File: config.mk
export PLATFORM = sky130hd
export DESIGN_NAME = c4x_exit_seq
export DESIGN_NICKNAME = d
export VERILOG_FILES = /design/src/rtl/c4x_pkg.sv /design/src/rtl/c4x_tmr.sv /design/src/rtl/c4x_ctrl.sv /design/src/rtl/c4x_exit_seq.sv
export SDC_FILE = /design/constraint.sdc
export NUM_CORES = 1
export LEC_CHECK = 0
export BUFFER_PORTS_ARGS = -buffer_cell sky130_fd_sc_hd__buf_2
export CAP_MARGIN = 20
export CORE_MARGIN = 1.5
export CORE_UTILIZATION = 54
export DETAILED_ROUTE_END_ITERATION = 8
export PLACE_DENSITY = 0.78
export SKIP_LAST_GASP = 1
export SYNTH_ARGS = -nofsm -noshare
export SYNTH_HDL_FRONTEND = slang
export SYNTH_SLANG_ARGS = --single-unit
File: constraint.sdc
create_clock -name clk -period 2.15 [get_ports clk]
set_clock_uncertainty 0.1 [all_clocks]
set_input_delay 0.215 -clock clk [delete_from_list [all_inputs] [get_ports clk]]
set_output_delay 0.215 -clock clk [all_outputs]
set_load 0.05 [all_outputs]
File: src/rtl/c4x_pkg.sv
package c4x_pkg;
  typedef enum logic [1:0] {
    ST_SLEEP = 2'd0,
    ST_SLOW  = 2'd1,
    ST_RAMP  = 2'd2,
    ST_DONE  = 2'd3
  } c4x_state_e;

  typedef struct packed {
    logic deep_stop_n;
    logic vr_lowpwr;
  } c4x_vr_t;

  function automatic c4x_vr_t c4x_encode(c4x_state_e st);
    c4x_vr_t v;
    case (st)
      ST_SLEEP: begin v.deep_stop_n = 1'b0; v.vr_lowpwr = 1'b1; end
      ST_SLOW:  begin v.deep_stop_n = 1'b1; v.vr_lowpwr = 1'b1; end
      default:  begin v.deep_stop_n = 1'b1; v.vr_lowpwr = 1'b0; end
    endcase
    return v;
  endfunction
endpackage

File: src/rtl/c4x_tmr.sv
module c4x_tmr #(
  parameter int W = 8
) (
  input  logic         clk,
  input  logic         rst_n,
  input  logic         load_i,
  input  logic [W-1:0] load_val_i,
  input  logic         run_i,
  output logic         last_o
);
  localparam logic [W-1:0] ONE = W'(1);

  logic [W-1:0] cnt_q;

  always_ff @(posedge clk or negedge rst_n) begin
    if (!rst_n)                    cnt_q <= '0;
    else if (load_i)               cnt_q <= load_val_i;
    else if (run_i && cnt_q != '0) cnt_q <= cnt_q - ONE;
  end

  assign last_o = (cnt_q == ONE);

  AST_TMR_NO_UNDERRUN: assert property (@(posedge clk) disable iff (!rst_n)
    (run_i && !load_i) |-> (cnt_q != '0));
endmodule

File: src/rtl/c4x_ctrl.sv
module c4x_ctrl
  import c4x_pkg::*;
#(
  parameter int W = 8
) (
  input  logic         clk,
  input  logic         rst_n,
  input  logic         c4_enter_i,
  input  logic         brk_slow_i,
  input  logic         brk_fast_i,
  input  logic         slow_en_i,
  input  logic [W-1:0] slow_dly_i,
  input  logic [W-1:0] ramp_len_i,
  input  logic         dly_last_i,
  input  logic         ramp_last_i,
  output logic         ld_dly_o,
  output logic         ld_ramp_o,
  output c4x_state_e   state_o,
  output logic         done_o
);
  c4x_state_e st_q, st_d;
  logic       done_q;
  logic       go_fast;
  logic       begin_ramp;

  // slow break falls back to the fast flow when disabled or with zero delay
  assign go_fast = brk_fast_i |
                   (brk_slow_i & ~slow_en_i) |
                   (brk_slow_i & (slow_dly_i == '0));

  always_comb begin
    st_d       = st_q;
    ld_dly_o   = 1'b0;
    begin_ramp = 1'b0;
    case (st_q)
      ST_SLEEP: begin
        if (go_fast) begin
          begin_ramp = 1'b1;
        end else if (brk_slow_i) begin
          st_d     = ST_SLOW;
          ld_dly_o = 1'b1;
        end
      end
      ST_SLOW: begin
        if (brk_fast_i || dly_last_i) begin_ramp = 1'b1;
      end
      ST_RAMP: begin
        if (ramp_last_i) st_d = ST_DONE;
      end
      default: begin
        if (c4_enter_i) st_d = ST_SLEEP;
      end
    endcase
    if (begin_ramp) st_d = (ramp_len_i == '0) ? ST_DONE : ST_RAMP;
  end

  assign ld_ramp_o = begin_ramp && (ramp_len_i != '0);

  always_ff @(posedge clk or negedge rst_n) begin
    if (!rst_n) begin
      st_q   <= ST_SLEEP;
      done_q <= 1'b0;
    end else begin
      st_q   <= st_d;
      done_q <= (st_d == ST_DONE) && (st_q != ST_DONE);
    end
  end

  assign state_o = st_q;
  assign done_o  = done_q;

  AST_DONE_SINGLE: assert property (@(posedge clk) disable iff (!rst_n)
    done_q |=> !done_q);
  AST_FAST_CUTS_WAIT: assert property (@(posedge clk) disable iff (!rst_n)
    (st_q == ST_SLOW && brk_fast_i) |=> (st_q == ST_RAMP || st_q == ST_DONE));
  AST_FAST_WINS: assert property (@(posedge clk) disable iff (!rst_n)
    (st_q == ST_SLEEP && brk_fast_i) |=> (st_q != ST_SLOW));
  AST_DISABLED_NO_WAIT: assert property (@(posedge clk) disable iff (!rst_n)
    (st_q == ST_SLEEP && !slow_en_i) |=> (st_q != ST_SLOW));
  AST_REENTER_SLEEP: assert property (@(posedge clk) disable iff (!rst_n)
    (st_q == ST_DONE && c4_enter_i) |=> (st_q == ST_SLEEP));
  AST_RAMP_HOLDS: assert property (@(posedge clk) disable iff (!rst_n)
    (st_q == ST_RAMP && !ramp_last_i) |=> (st_q == ST_RAMP));
endmodule

File: src/rtl/c4x_exit_seq.sv
module c4x_exit_seq
  import c4x_pkg::*;
#(
  parameter int CNT_W = 8
) (
  input  logic             clk,
  input  logic             rst_n,
  input  logic             c4_enter_i,
  input  logic             brk_slow_i,
  input  logic             brk_fast_i,
  input  logic             slow_en_i,
  input  logic [CNT_W-1:0] slow_dly_i,
  input  logic [CNT_W-1:0] ramp_len_i,
  output logic             deep_stop_n_o,
  output logic             vr_lowpwr_o,
  output logic             exit_done_o
);
  c4x_state_e st;
  c4x_vr_t    vr;
  logic       ld_dly, ld_ramp, dly_last, ramp_last;

  c4x_ctrl #(.W(CNT_W)) u_ctrl (
    .clk         (clk),
    .rst_n       (rst_n),
    .c4_enter_i  (c4_enter_i),
    .brk_slow_i  (brk_slow_i),
    .brk_fast_i  (brk_fast_i),
    .slow_en_i   (slow_en_i),
    .slow_dly_i  (slow_dly_i),
    .ramp_len_i  (ramp_len_i),
    .dly_last_i  (dly_last),
    .ramp_last_i (ramp_last),
    .ld_dly_o    (ld_dly),
    .ld_ramp_o   (ld_ramp),
    .state_o     (st),
    .done_o      (exit_done_o)
  );

  c4x_tmr #(.W(CNT_W)) u_dly_tmr (
    .clk        (clk),
    .rst_n      (rst_n),
    .load_i     (ld_dly),
    .load_val_i (slow_dly_i),
    .run_i      (st == ST_SLOW),
    .last_o     (dly_last)
  );

  c4x_tmr #(.W(CNT_W)) u_ramp_tmr (
    .clk        (clk),
    .rst_n      (rst_n),
    .load_i     (ld_ramp),
    .load_val_i (ramp_len_i),
    .run_i      (st == ST_RAMP),
    .last_o     (ramp_last)
  );

  assign vr            = c4x_encode(st);
  assign deep_stop_n_o = vr.deep_stop_n;
  assign vr_lowpwr_o   = vr.vr_lowpwr;

  AST_LOWPWR_NEEDS_STOP_CHANGE: assert property (@(posedge clk) disable iff (!rst_n)
    $rose(vr_lowpwr_o) |-> !deep_stop_n_o);
endmodule

Word-level counts from Yosys, hierarchy flattened
Index checks and enable logic that the tools add are counted.

operators by class
  mux-type cells = 18
  bitwise gates (word level) = 5
  eq/ne operators = 6
  add/subtract/negate cells = 2
  reductions and logical operators = 13

operators by type and width
  operator             count
  $mux 8               4
  $reduce_bool 8->1    3
  $eq 8x1->1 const B   2
  $logic_not 8->1      2
  $sub 8x1->8 const B  2
  $mux 2               5
  $mux 1               6
  $pmux 2 s3           1
  $eq 2x2->1 const B   2
  $logic_and 1x1->1    4
  $pmux 2 s2           1
  $reduce_bool 2->1    2
  $and 1x1->1          2
  $eq 2x1->1 const B   1
  $logic_not 2->1      1
  $ne 2x2->1 const B   1
  $or 1x1->1           2
  $pmux 1 s2           1
  $logic_or 1x1->1     1
  $not 1->1            1

word-level totals
  logic and storage cells = 48
  input bits = 22
  register bits = 19
  output and inout bits = 3

Longest topological paths before layout
  word-level depth = 9
  depth in mapped cells = 7
  mapped depth without buffers = 7

Modules after synthesis
Synthesis repeated with hierarchy kept, for this count alone.

unflattened totals
  cells, all modules = 159
  area, all modules = 1420.1 um^2

by module, submodules not included
  module        area an instance (um^2)  instances  seq. area each (um^2)  cells an instance
  c4x_tmr       574.3                    2          200.2                  64
  c4x_ctrl      246.5                    1          75.1                   27
  c4x_exit_seq  25.0                     1          0.0                    4

Worst setup path before layout
Ideal clock, no wire load.

  kind = register to register
  start = register u_ramp_tmr.cnt_q[0]
  end = register u_ramp_tmr.cnt_q[4]
  buffers on the path = 0
  clock period less this slack = 1.855 ns
  data arrival time = 1.630 ns
  stages on the path, launching flop included = 7
  setup time = 0.125 ns
  required time = 1.925 ns
  path slack = 0.295 ns
  path through = dfrtp_1 inv_1 ha_1 nor3b_1 nand2_1 mux2_2 mux2_4

between the ends
  cells in the longest elaborated chain, start to end = 3
  elaborated cells between the ends (all ways) = 6
  classes of those cells = add/sub: 1; mux: 2; reduce/logical: 3

RTL lines
  what                                              RTL line       source
  start: declaration                                c4x_tmr.sv:13  logic [W-1:0] cnt_q;
  start signal: assignment                          c4x_tmr.sv:17  else if (load_i) cnt_q <= load_val_i;
  start signal: assignment                          c4x_tmr.sv:18  else if (run_i && cnt_q != '0) cnt_q <= cnt_q - ONE;
  $sub 8x1->8 or $reduce_bool 8->1 (tied branches)  c4x_tmr.sv:18
  $mux 8 or $logic_and 1x1->1 (tied branches)       c4x_tmr.sv:18
  $mux 8 or $reduce_bool 2->1 (tied branches)       --

Several ways; a longest one is shown, not always the timed one. The select of a mux whose other input is x is not followed.
A chain may end at the register's enable or synchronous reset.

Worst setup path in the final report
  start = register u_dly_tmr.cnt_q[4]
  end = register u_ramp_tmr.cnt_q[0]

between the ends
  cells in the longest elaborated chain, start to end = 6
  elaborated cells between the ends (all ways) = 7
  classes of those cells = eq/ne: 1; mux: 3; reduce/logical: 3

RTL lines
  what                                         RTL line        source
  start: declaration                           c4x_tmr.sv:13
  start signal: assignment                     c4x_tmr.sv:17
  start signal: assignment                     c4x_tmr.sv:18
  $eq 8x1->1 (*)                               c4x_tmr.sv:21   assign last_o = (cnt_q == ONE);
  $logic_or 1x1->1 (*)                         c4x_ctrl.sv:45  if (brk_fast_i || dly_last_i) begin_ramp = 1'b1;
  $mux 1 (*)                                   c4x_ctrl.sv:45
  $pmux 1 s2 (*)                               c4x_ctrl.sv:35  case (st_q)
  $logic_and 1x1->1 (*)                        c4x_ctrl.sv:57  assign ld_ramp_o = begin_ramp && (ramp_len_i != '0);
  $mux 8 or $reduce_bool 2->1 (tied branches)  --

Every way passes the cells marked *; elsewhere a longest branch is shown, timed or not.

==> results.json <==
{
  "max_freq_mhz": 504,
  "syn_to_final_growth_pct": 17.0,
  "ys_ff_latch": 19,
  "grt_first_pass_wirelength_um": 5060,
  "startpoint_type": "flop",
  "post_cts_buffers": 0,
  "power.clock.fraction_pct": 9.7,
  "hold_viol": 0,
  "sw_frac_of_total_pct": 43.8,
  "dp_cells": 186,
  "antenna_found_initial": 0,
  "total_power_mw": 2.01,
  "synth_top_cell_area_share_pct": 36.4,
  "synthArstFlopShare_pct": 100,
  "ir_drop_uv": 797,
  "tns_ps": 0,
  "dieArea_um2": 2720,
  "path_buf_inv": 0,
  "ys_top_cells_by_area": "dfrtp_1, mux2_4, nand2_1, ha_1, a221o_1",
  "path_delay_family": "compound AO/OA/AOI/OAI gates",
  "synth-main-ff-cell": "dfrtp_1",
  "drcViolationCount": 0,
  "seq_power_share_pct": 36.4,
  "drive_gt1_share_pct": 31.3,
  "die_w_um": 52.2,
  "critical-path-slowest-cell": "dfrtp_1",
  "viasPerCell": 5.98,
  "power_density_nw_per_um2": 1320,
  "slowest_delay_ps": 490,
  "htreeDepth": 1,
  "syn_area_um2": 1310,
  "finalMaxSlewViolations": 0,
  "port_buffers": 24,
  "clock_sinks": 19,
  "p_int_mw": 1.13,
  "fillers": 197,
  "synthTopCellsByCount": "dfrtp_1, nand2_1, inv_1, nor2_1, o21ai_0",
  "period_share_pct": 92.3,
  "max-cap-violations": 0,
  "routed_wl_um": 2940,
  "drtIter0Drc": 24,
  "dp_hpwl_um": 2270,
  "max_slew.worst_pin.slew_ps": 442,
  "nets": 191,
  "p_sw_uw": 881,
  "die_y_um": 52.2,
  "cts_tree": "done",
  "post_synth_inst_count": 132,
  "core_um2": 2250,
  "min_path_type": "in2reg",
  "synth.largest_area_cell": "dfrtp_1",
  "clock_path_buffers": 2,
  "globalRouteOverflowTotal": 0,
  "start_util_pct": 57.9,
  "finalCriticalPeriod_ps": 1980,
  "worstPathCellList": "nor4_4 -> a41oi_1 -> o2bb2ai_4 -> nand2_8 -> mux2_4",
  "clk_pin_slew_ps": 130,
  "root_buffer": "clkbuf_4",
  "crit_fanout": 8,
  "rsz0062_at_grt": "false",
  "synth_cell_type_count": 44,
  "io_pins": 25,
  "num_vias": 1143,
  "insertion_delay_ps": 310,
  "seq_area_frac_synth_pct": 36.4,
  "syn_nets": 159,
  "synth_edf_count": 0,
  "critPathRequiredTime_ps": 2250,
  "drtAntennaViolNets": 0,
  "crit_type": "reg2reg",
  "grt_usage_pct": 24.9,
  "cts_inserted_buffers": 3,
  "cp-end-kind": "flop",
  "num_rows": 17,
  "diodes": 0,
  "grt_pass1_vias": 1141,
  "maxSlewHeadroom_pct": 70.6,
  "gp_congestion": 0.930,
  "syn_area_per_cell_um2": 9.90,
  "status": "completed",
  "finalSetupViolations": 0,
  "yosysMostFrequentCell": "dfrtp_1",
  "drt-pass1-iter-count": 4,
  "grt_start_max_net_pins": 20,
  "final_cell_count_no_fill": 191,
  "p_comb_share_pct": 53.9,
  "crit_arrival_ps": 2080,
  "wire_per_inst_um": 15.4,
  "synth_warnings": 0,
  "power_leakage_nw": 0.694
}
-- repair_timing --
item	4_1_cts	5_1_grt
resized for setup	0	2
hold endpoints to repair	19	0
hold buffers	1	0
setup endpoints to repair	0	8
-- worst min-delay path, stage by stage --
cell     delay, ps
buf_2           90
nand2_1         40
o21ai_0         60
-- power groups by stage --
stage	clock network, mW	registers [mW]	logic, mW
2_1_floorplan	0	0.676	0.833
3_3_place_gp	0	0.710	1.01
3_5_place_dp	0	0.721	1.05
4_1_cts	0.192	0.714	1.07
5_1_grt	0.210	0.758	1.21
6_report	0.194	0.732	1.08
-- metrics by stage --
step | hold WS (ps) | utilization, % | cell area [um^2] | worst slack (ps)
final | 18.9 | 67.8 | 1530 | 166
after global placement | 79.9 | 65.4 | 1480 | 202
after floorplan | -181 | - | 1310 | 295
after global routing | 48.5 | 67.8 | 1530 | 24.8
after detailed placement | 85.9 | 65.4 | 1480 | 135
after CTS | 23.1 | 67.1 | 1510 | 103
-- routing by layer --
metal	share of wire, %	GRT usage, %
met5	0	0
met4	0.68	4.27
met3	4.2	5.14
met2	52	45.4
met1	43	30.6
-- kinds of logic (layout without fill, tap and decap cells) --
logic type | Yosys count | in the layout | synth area share (%)
compound gates | 32 | 32 | 20.9
xor+xnor | 4 | 4 | 2.68
fa+ha+maj | 5 | 5 | 4.79
buf+inv | 11 | 42 | 4.12
flops | 19 | 19 | 36.4
mux | 8 | 8 | 8.14
simple gates | 53 | 53 | 23.0
-- layout by cell type, fill, tap and decap left out, types with 2 or more instances in the layout --
| master | n |
|---|---|
| dfrtp_1 | 19 |
| nor2_1 | 7 |
| mux2_4 | 5 |
| or4_4 | 2 |
| nand2b_1 | 3 |
| mux2i_1 | 2 |
| nor4_1 | 4 |
| xnor2_1 | 2 |
| a21oi_1 | 3 |
| buf_4 | 5 |
| nand2_1 | 18 |
| ha_1 | 5 |
| xor2_1 | 2 |
| o21ai_0 | 7 |
| nand3_1 | 2 |
| clkbuf_4 | 3 |
| nor2b_1 | 2 |
| nor3b_1 | 2 |
| a21boi_0 | 3 |
| buf_2 | 24 |
| or3_1 | 3 |
| nor3_1 | 5 |
| inv_1 | 8 |
| a221o_1 | 5 |
-- path summary, 6_finish.rpt --
check | endpoint | slack [ps] | start | depth (start not counted)
setup reg to reg | u_ramp_tmr.cnt_q[0] | 170 | u_dly_tmr.cnt_q[4] | 5
hold / removal | u_dly_tmr.cnt_q[0] | 20 | slow_dly_i[0] | 3
max in group asynchronous | u_dly_tmr.cnt_q[6] | 1370 | rst_n | 2
min in group asynchronous | u_ramp_tmr.cnt_q[7] | 270 | rst_n | 2
setup / recovery | u_ramp_tmr.cnt_q[0] | 170 | u_dly_tmr.cnt_q[4] | 5
hold reg to reg | u_dly_tmr.cnt_q[3] | 460 | u_dly_tmr.cnt_q[3] | 1
-- area by class of cell --
class / instances / area (um^2) / share of cell area [%]
clock buffers: 3 / 22.5 / 1.47
clock inverters: 1 / 5.00 / 0.328
inverters: 8 / 30.0 / 1.97
multi-input cells: 102 / 792 / 51.8
flip-flops and latches: 19 / 475 / 31.1
well taps: 28 / 35.0 / 2.29
repair buffers: 30 / 168 / 11.0
-- state kept, by name, indices dropped and copies added, names as in the netlist --
| register | count |
|---|---|
| u_ctrl.state_o | 2 |
| u_dly_tmr.cnt_q | 8 |
| u_ctrl.done_o | 1 |
| u_ramp_tmr.cnt_q | 8 |
(Power assumes the default switching activity.)
